## config.mk

```make
export PLATFORM = sky130hd
export DESIGN_NAME = fpbank_stack
export DESIGN_NICKNAME = d
export VERILOG_FILES = /design/src/rtl/fpbank_pkg.sv /design/src/rtl/fpbank_sel_dec.sv /design/src/rtl/fpbank_switch.sv /design/src/rtl/fpbank_ctrl.sv /design/src/rtl/fpbank_regs.sv /design/src/rtl/fpbank_stack.sv
export SDC_FILE = /design/constraint.sdc
export NUM_CORES = 1
export LEC_CHECK = 0
export BUFFER_PORTS_ARGS = -buffer_cell sky130_fd_sc_hd__buf_2
export CORE_UTILIZATION = 44
export DETAILED_ROUTE_END_ITERATION = 8
export PLACE_DENSITY_LB_ADDON = 0.1
export SLEW_MARGIN = 20
export SYNTH_ARGS = -nofsm -noshare
export SYNTH_HDL_FRONTEND = slang
export SYNTH_SLANG_ARGS = --single-unit
export TNS_END_PERCENT = 10
```

## constraint.sdc

```tcl
create_clock -name clk_i -period 9.94 [get_ports clk_i]
set_input_delay 1.988 -clock clk_i [delete_from_list [all_inputs] [get_ports clk_i]]
set_output_delay 1.988 -clock clk_i [all_outputs]
set_load 0.005 [all_outputs]
```

## src/rtl/fpbank_pkg.sv

```systemverilog
package fpbank_pkg;
  localparam int unsigned NUM_BANKS = 4;
  localparam int unsigned BANK_W    = 2;
  localparam logic [7:0]  ESC_BYTE  = 8'hDB;
  localparam logic [5:0]  SEL_HI    = 6'b111010;

  typedef logic [BANK_W-1:0] bank_t;

  typedef enum logic [2:0] {
    OP_NONE,
    OP_CLR,
    OP_LOAD,
    OP_PUSH,
    OP_POP,
    OP_WRITE
  } stk_op_e;
endpackage

```

## src/rtl/fpbank_sel_dec.sv

```systemverilog
module fpbank_sel_dec
  import fpbank_pkg::*;
(
  input  logic       valid_i,
  input  logic [7:0] b0_i,
  input  logic [7:0] b1_i,
  output logic       hit_o,
  output bank_t      bank_o
);
  assign hit_o  = valid_i && (b0_i == ESC_BYTE) && (b1_i[7:2] == SEL_HI);
  // low bits 0,1,2,3 map to banks 0,3,2,1: two's complement of the low pair
  assign bank_o = bank_t'(2'd0 - b1_i[1:0]);
endmodule

```

## src/rtl/fpbank_switch.sv

```systemverilog
module fpbank_switch
  import fpbank_pkg::*;
#(
  parameter int unsigned LAT = 6
) (
  input  logic  clk_i,
  input  logic  rst_ni,
  input  logic  req_i,
  input  bank_t bank_i,
  output logic  accept_o,
  output logic  busy_o,
  output bank_t bank_o
);
  localparam int unsigned CNT_W = $clog2(LAT + 1);

  logic [CNT_W-1:0] cnt_q;
  bank_t            pend_q;
  bank_t            bank_q;

  assign busy_o   = (cnt_q != '0);
  assign accept_o = req_i && !busy_o;
  assign bank_o   = bank_q;

  always_ff @(posedge clk_i or negedge rst_ni) begin
    if (!rst_ni) begin
      cnt_q  <= '0;
      pend_q <= '0;
      bank_q <= '0;
    end else if (accept_o) begin
      cnt_q  <= CNT_W'(LAT);
      pend_q <= bank_i;
    end else if (busy_o) begin
      cnt_q <= cnt_q - CNT_W'(1);
      if (cnt_q == CNT_W'(1)) bank_q <= pend_q;
    end
  end
endmodule

```

## src/rtl/fpbank_ctrl.sv

```systemverilog
module fpbank_ctrl
  import fpbank_pkg::*;
#(
  parameter int unsigned DEPTH = 8,
  parameter int unsigned NB    = NUM_BANKS,
  localparam int unsigned PW   = $clog2(DEPTH)
) (
  input  logic                      clk_i,
  input  logic                      rst_ni,
  input  logic                      en_i,
  input  logic                      push_i,
  input  logic                      pop_i,
  input  logic                      wr_i,
  input  logic                      clr_i,
  input  logic                      ld_i,
  input  logic [PW-1:0]             ld_top_i,
  input  logic [PW-1:0]             wr_idx_i,
  input  bank_t                     bank_i,
  output logic [PW-1:0]             top_o,
  output logic [NB-1:0][DEPTH-1:0]  tag_o,
  output logic                      fault_o,
  output logic                      we_o,
  output logic [PW-1:0]             we_slot_o
);
  logic [PW-1:0]            top_q, top_d;
  logic [NB-1:0][DEPTH-1:0] tag_q, tag_d;
  logic                     fault_q, fault_d;
  logic [PW-1:0]            slot_push, slot_wr;
  logic                     full, empty;
  stk_op_e                  op;

  assign slot_push = top_q - PW'(1);
  assign slot_wr   = top_q + wr_idx_i;
  assign full      = tag_q[bank_i][slot_push];
  assign empty     = !tag_q[bank_i][top_q];

  always_comb begin
    if (!en_i)       op = OP_NONE;
    else if (clr_i)  op = OP_CLR;
    else if (ld_i)   op = OP_LOAD;
    else if (push_i) op = OP_PUSH;
    else if (pop_i)  op = OP_POP;
    else if (wr_i)   op = OP_WRITE;
    else             op = OP_NONE;
  end

  always_comb begin
    top_d     = top_q;
    tag_d     = tag_q;
    fault_d   = 1'b0;
    we_o      = 1'b0;
    we_slot_o = slot_push;
    unique case (op)
      OP_CLR: begin
        tag_d[bank_i] = '0;
        top_d         = '0;
      end
      OP_LOAD: top_d = ld_top_i;
      OP_PUSH: begin
        if (full) begin
          fault_d = 1'b1;
        end else begin
          top_d                    = slot_push;
          tag_d[bank_i][slot_push] = 1'b1;
          we_o                     = 1'b1;
        end
      end
      OP_POP: begin
        if (empty) begin
          fault_d = 1'b1;
        end else begin
          tag_d[bank_i][top_q] = 1'b0;
          top_d                = top_q + PW'(1);
        end
      end
      OP_WRITE: begin
        tag_d[bank_i][slot_wr] = 1'b1;
        we_o                   = 1'b1;
        we_slot_o              = slot_wr;
      end
      default: ;
    endcase
  end

  always_ff @(posedge clk_i or negedge rst_ni) begin
    if (!rst_ni) begin
      top_q   <= '0;
      tag_q   <= '0;
      fault_q <= 1'b0;
    end else begin
      top_q   <= top_d;
      tag_q   <= tag_d;
      fault_q <= fault_d;
    end
  end

  assign top_o   = top_q;
  assign tag_o   = tag_q;
  assign fault_o = fault_q;
endmodule

```

## src/rtl/fpbank_regs.sv

```systemverilog
module fpbank_regs
  import fpbank_pkg::*;
#(
  parameter int unsigned W     = 32,
  parameter int unsigned DEPTH = 8,
  parameter int unsigned NB    = NUM_BANKS,
  localparam int unsigned PW   = $clog2(DEPTH)
) (
  input  logic          clk_i,
  input  logic          we_i,
  input  bank_t         we_bank_i,
  input  logic [PW-1:0] we_slot_i,
  input  logic [W-1:0]  wdata_i,
  input  bank_t         ra_bank_i,
  input  logic [PW-1:0] ra_slot_i,
  input  bank_t         rb_bank_i,
  input  logic [PW-1:0] rb_slot_i,
  output logic [W-1:0]  ra_data_o,
  output logic [W-1:0]  rb_data_o
);
  logic [W-1:0] mem_q [NB][DEPTH];

  for (genvar b = 0; b < NB; b++) begin : g_bank
    for (genvar s = 0; s < DEPTH; s++) begin : g_slot
      always_ff @(posedge clk_i) begin
        if (we_i && we_bank_i == BANK_W'(b) && we_slot_i == PW'(s))
          mem_q[b][s] <= wdata_i;
      end
    end
  end

  assign ra_data_o = mem_q[ra_bank_i][ra_slot_i];
  assign rb_data_o = mem_q[rb_bank_i][rb_slot_i];
endmodule

```

## src/rtl/fpbank_stack.sv

```systemverilog
module fpbank_stack
  import fpbank_pkg::*;
#(
  parameter int unsigned DATA_W     = 32,
  parameter int unsigned DEPTH      = 8,
  parameter int unsigned SWITCH_LAT = 6
) (
  input  logic                       clk_i,
  input  logic                       rst_ni,
  input  logic                       op_valid_i,
  input  logic [7:0]                 op_b0_i,
  input  logic [7:0]                 op_b1_i,
  input  logic                       push_i,
  input  logic                       pop_i,
  input  logic                       wr_i,
  input  logic                       clr_i,
  input  logic [$clog2(DEPTH)-1:0]   wr_idx_i,
  input  logic [DATA_W-1:0]          data_i,
  input  logic                       ctl_ld_i,
  input  logic [$clog2(DEPTH)-1:0]   ctl_top_i,
  input  logic [$clog2(DEPTH)-1:0]   rd_idx_i,
  output logic [DATA_W-1:0]          rd_data_o,
  output logic                       rd_tag_o,
  output logic [$clog2(DEPTH)-1:0]   top_o,
  output logic [1:0]                 bank_o,
  output logic                       busy_o,
  output logic                       fault_o,
  input  logic [1:0]                 dbg_bank_i,
  input  logic [$clog2(DEPTH)-1:0]   dbg_slot_i,
  output logic [DATA_W-1:0]          dbg_data_o,
  output logic                       dbg_tag_o
);
  localparam int unsigned PW = $clog2(DEPTH);

  logic                            sel_hit, sw_accept, sw_busy, we;
  bank_t                           sel_bank, act_bank;
  logic [PW-1:0]                   top, we_slot, rd_slot;
  logic [NUM_BANKS-1:0][DEPTH-1:0] tags;

  fpbank_sel_dec u_dec (
    .valid_i (op_valid_i),
    .b0_i    (op_b0_i),
    .b1_i    (op_b1_i),
    .hit_o   (sel_hit),
    .bank_o  (sel_bank)
  );

  fpbank_switch #(.LAT(SWITCH_LAT)) u_sw (
    .clk_i    (clk_i),
    .rst_ni   (rst_ni),
    .req_i    (sel_hit),
    .bank_i   (sel_bank),
    .accept_o (sw_accept),
    .busy_o   (sw_busy),
    .bank_o   (act_bank)
  );

  fpbank_ctrl #(.DEPTH(DEPTH), .NB(NUM_BANKS)) u_ctrl (
    .clk_i     (clk_i),
    .rst_ni    (rst_ni),
    .en_i      (!sw_busy && !sw_accept),
    .push_i    (push_i),
    .pop_i     (pop_i),
    .wr_i      (wr_i),
    .clr_i     (clr_i),
    .ld_i      (ctl_ld_i),
    .ld_top_i  (ctl_top_i),
    .wr_idx_i  (wr_idx_i),
    .bank_i    (act_bank),
    .top_o     (top),
    .tag_o     (tags),
    .fault_o   (fault_o),
    .we_o      (we),
    .we_slot_o (we_slot)
  );

  assign rd_slot = top + rd_idx_i;

  fpbank_regs #(.W(DATA_W), .DEPTH(DEPTH), .NB(NUM_BANKS)) u_regs (
    .clk_i     (clk_i),
    .we_i      (we),
    .we_bank_i (act_bank),
    .we_slot_i (we_slot),
    .wdata_i   (data_i),
    .ra_bank_i (act_bank),
    .ra_slot_i (rd_slot),
    .rb_bank_i (dbg_bank_i),
    .rb_slot_i (dbg_slot_i),
    .ra_data_o (rd_data_o),
    .rb_data_o (dbg_data_o)
  );

  assign rd_tag_o  = tags[act_bank][rd_slot];
  assign dbg_tag_o = tags[dbg_bank_i][dbg_slot_i];
  assign top_o     = top;
  assign bank_o    = act_bank;
  assign busy_o    = sw_busy;
endmodule

```

==> results.toml <==
[detailed_routing]
dr.first_iter.drc_count = 2964
wl_per_cell_um = 37.1
postRouteAntennaNets = 0
vias_per_cell = 6.63
detailedRoute.firstPassIterationCount = 7
vias = 26300
drt_wl_total_um = 147000
drc = 0

[worst_hold_path]
holdCritPathClass = "register to register"
worstHoldPathCells = 1

[power_and_ir_drop]
combPwrFrac = 0.173
power_switching_w = 0.00282
relative_contribution_of_the_clock_network_to_total_power = 0.366
powerDensity_nw_per_um2 = 193
power.ir.vdd_worst_mv = 0.235
netSwitchingFraction = 0.260
p_int_w = 0.00804
power_frac_seq = 0.462
cellLeakagePower_nw = 17.0

[global_routing]
grt_first_pass_wirelength_um = 210000
number_of_antenna_violations_at_the_first_check_in_global_routing = 6
grt_max_degree = 133
grt_remaining_overflow = 0
globalRouteTotalUtil = 0.260
grt_pass1_vias = 27600

[timing]
minimum_hold_slack_ns = 0.501
timing.clock.skew_ns = 0.0185
maxSlewViolCount = 0
fmax_mhz = 145
period_minus_slack_ns = 6.90
hold_violations = 0
worst_slew_pin_slew_ns = 1.22
final-setup-viol-count = 0
worst_slew_margin_rel = 0.186
tns_ns = 0
grt_setup_unrepaired = "no"
finalCritPeriodShare = 0.694

[clock_network]
clock_tree.buffer_depth = 3
numCtsBuffers = 114
post-cts-setup-buffers = 0
clock_pin_slew_of_the_registers_on_the_worst_case_setup_and_hold_paths_ns = 0.06
cts-root-buf = "sky130_fd_sc_hd__clkbuf_16"
clkSinkCount = 1067
cts-htree-levels = 3
hold_buffers = 0
clock_latency_ns = 0.70
post_cts_resize_count = 0
cts_tree = "yes"

[yosys]
yosysTopAreaCell = "sky130_fd_sc_hd__edfxtp_1"
top_cells_by_area_synth = "sky130_fd_sc_hd__edfxtp_1, sky130_fd_sc_hd__mux4_2, sky130_fd_sc_hd__dfrtp_1, sky130_fd_sc_hd__mux2_2, sky130_fd_sc_hd__buf_2"
yosysMostFrequentCell = "sky130_fd_sc_hd__edfxtp_1"
async_reset_ff_frac = 0.0403
synth-seq-area-share = 0.635
synthesis.area_um2 = 50100
synth_cells = 2242
post_synth_edffs = 1024
synth_top_area_frac = 0.614
commonest_cells_in_the_netlist = "sky130_fd_sc_hd__edfxtp_1, sky130_fd_sc_hd__mux4_2, sky130_fd_sc_hd__clkbuf_1"
synth-main-ff-cell = "sky130_fd_sc_hd__edfxtp_1"
syn_avg_cell_area_um2 = 22.3
post_synth_num_cell_types = 56
ys_seq_elements = 1067
synth.yosys.warnings = 0
synth.net_count = 2321

[layout]
register_area_um2 = 31800
area_growth_pct = 12.4
finalNetCount = 2462
area_taken_by_multi_input_logic_gates_um2 = 17700
nFillCells = 9030
share_of_post_route_cells_with_drive_strength_above_1 = 0.461

[placement]
routabilityCongestion = 0.809
place.port_buffers = 142
place.detailed.hpwl_um = 76300

[floorplanning]
floorplan.core_area_um2 = 113000
die_x_um = 339
core.rowCount = 123
die_height_um = 339
floorplan.initialDensity = 0.445
die_area_um2 = 115000
ioPinCount = 143

[setup_path]
crit_arrival_ns = 4.91
critical_path_class = "input pin to primary output"
critPathLaunchType = "input pin"
setup.worst_path.end_class = "primary output"
cell_count_of_the_worst_reg_to_reg_path = 9
critPathMaxFanout = 64
worst-endpoint-required_ns = 7.95

[outcome]
status = "finished, final reports clean"

[run]
drv.max_cap_violation_count = 0
==> power groups by stage <==
stage | logic, W | registers [W] | clock network, W
2_1_floorplan | 0.00115 | 0.00508 | 0
3_3_place_gp | 0.00188 | 0.00510 | 0
3_5_place_dp | 0.00189 | 0.00511 | 0
4_1_cts | 0.00190 | 0.00501 | 0.00403
5_1_grt | 0.00199 | 0.00502 | 0.00421
6_report | 0.00187 | 0.00501 | 0.00397
==> routing by layer <==
layer | track usage | wire [µm] | vias to the layer above
li1 | - | - | 10300
met1 | 0.367 | 59800 | 14700
met2 | 0.429 | 74200 | 1114
met3 | 0.0350 | 10200 | 186
met4 | 0.0646 | 3200 | 6
met5 | 0 | 41 | -
==> flip-flops by register name (all words and copies together) (netlist names) <==
register	count
u_ctrl.top_o	3
u_sw.cnt_q	3
u_regs.mem_q	1024
u_ctrl.tag_o	32
u_ctrl.fault_o	1
u_sw.pend_q	2
u_sw.bank_o	2
==> cells in the final DEF, fill, tap and decap left out, drive strengths merged, types with 2 or more instances in the layout <==
cell type  count
edfxtp      1024
mux4         668
buf          204
clkbuf       143
mux2          74
clkinv        50
nor2          44
dfrtp         43
o21ai         42
o31ai         32
nand2         20
nor2b         12
inv            9
a211o          8
a21oi          7
nor3           7
ha             7
nand4b         5
or3            5
a22oi          4
nand2b         4
clkinvlp       4
bufinv         4
a31oi          4
diode          3
and2           3
nand3b         3
a22o           3
or2            3
nor3b          3
and3           3
xnor2          3
xor2           2
nand4          2
nor4           2
nand3          2
mux2i          2
a41oi          2
fa             2
==> cell type report <==
type | count | area share
tap | 1500 | 0.0333
sequential | 1067 | 0.565
clock buffer | 143 | 0.0537
multi-input combinational | 987 | 0.315
antenna | 3 | 0.000133
clock inverter | 58 | 0.00673
inverter | 9 | 0.000600
timing repair buffer | 204 | 0.0255
==> metrics by stage <==
stage	worst slack [ns]	util	instances	area [µm²]	total power, W
floorplan	3.54	-	2242	50100	0.00623
global placement	3.00	0.468	3760	52700	0.00698
detailed placement	2.98	0.469	3765	52800	0.00700
CTS	2.98	0.499	3966	56300	0.0109
global route	2.85	0.500	3969	56300	0.0112
finish	3.04	0.500	3971	56300	0.0109
==> critical path, stage by stage <==
cell and delay, ns:
sky130_fd_sc_hd__buf_8 0.57, sky130_fd_sc_hd__buf_4 0.69, sky130_fd_sc_hd__mux4_2 0.60, sky130_fd_sc_hd__mux4_2 0.49, sky130_fd_sc_hd__mux2_2 0.32, sky130_fd_sc_hd__buf_2 0.14
==> kinds of logic after synthesis <==
logic type / Yosys count / share of synthesized area
buffers and inverters: 188 / 0.0166
muxes: 744 / 0.317
xor gates and xnor gates: 5 / 0.000874
and+or+nand+nor: 120 / 0.0122
DFF: 1067 / 0.635
AOI/OAI and AO/OA: 109 / 0.0151
adders and majority gates: 9 / 0.00255
==> worst paths after layout <==
kind                           startpoint              endpoint  slack [ns]
max                         dbg_bank_i[0]         dbg_data_o[6]        3.04
min                         u_sw.cnt_q[2]         u_sw.cnt_q[2]        0.50
max reg2reg                u_sw.bank_o[0]  u_regs.mem_q[2][208]        4.21
min reg2reg                 u_sw.cnt_q[2]         u_sw.cnt_q[2]        0.50
max in group asynchronous          rst_ni       u_ctrl.top_o[2]        8.21
min in group asynchronous          rst_ni       u_ctrl.tag_o[2]        1.29
(Power assumes the default switching activity.)
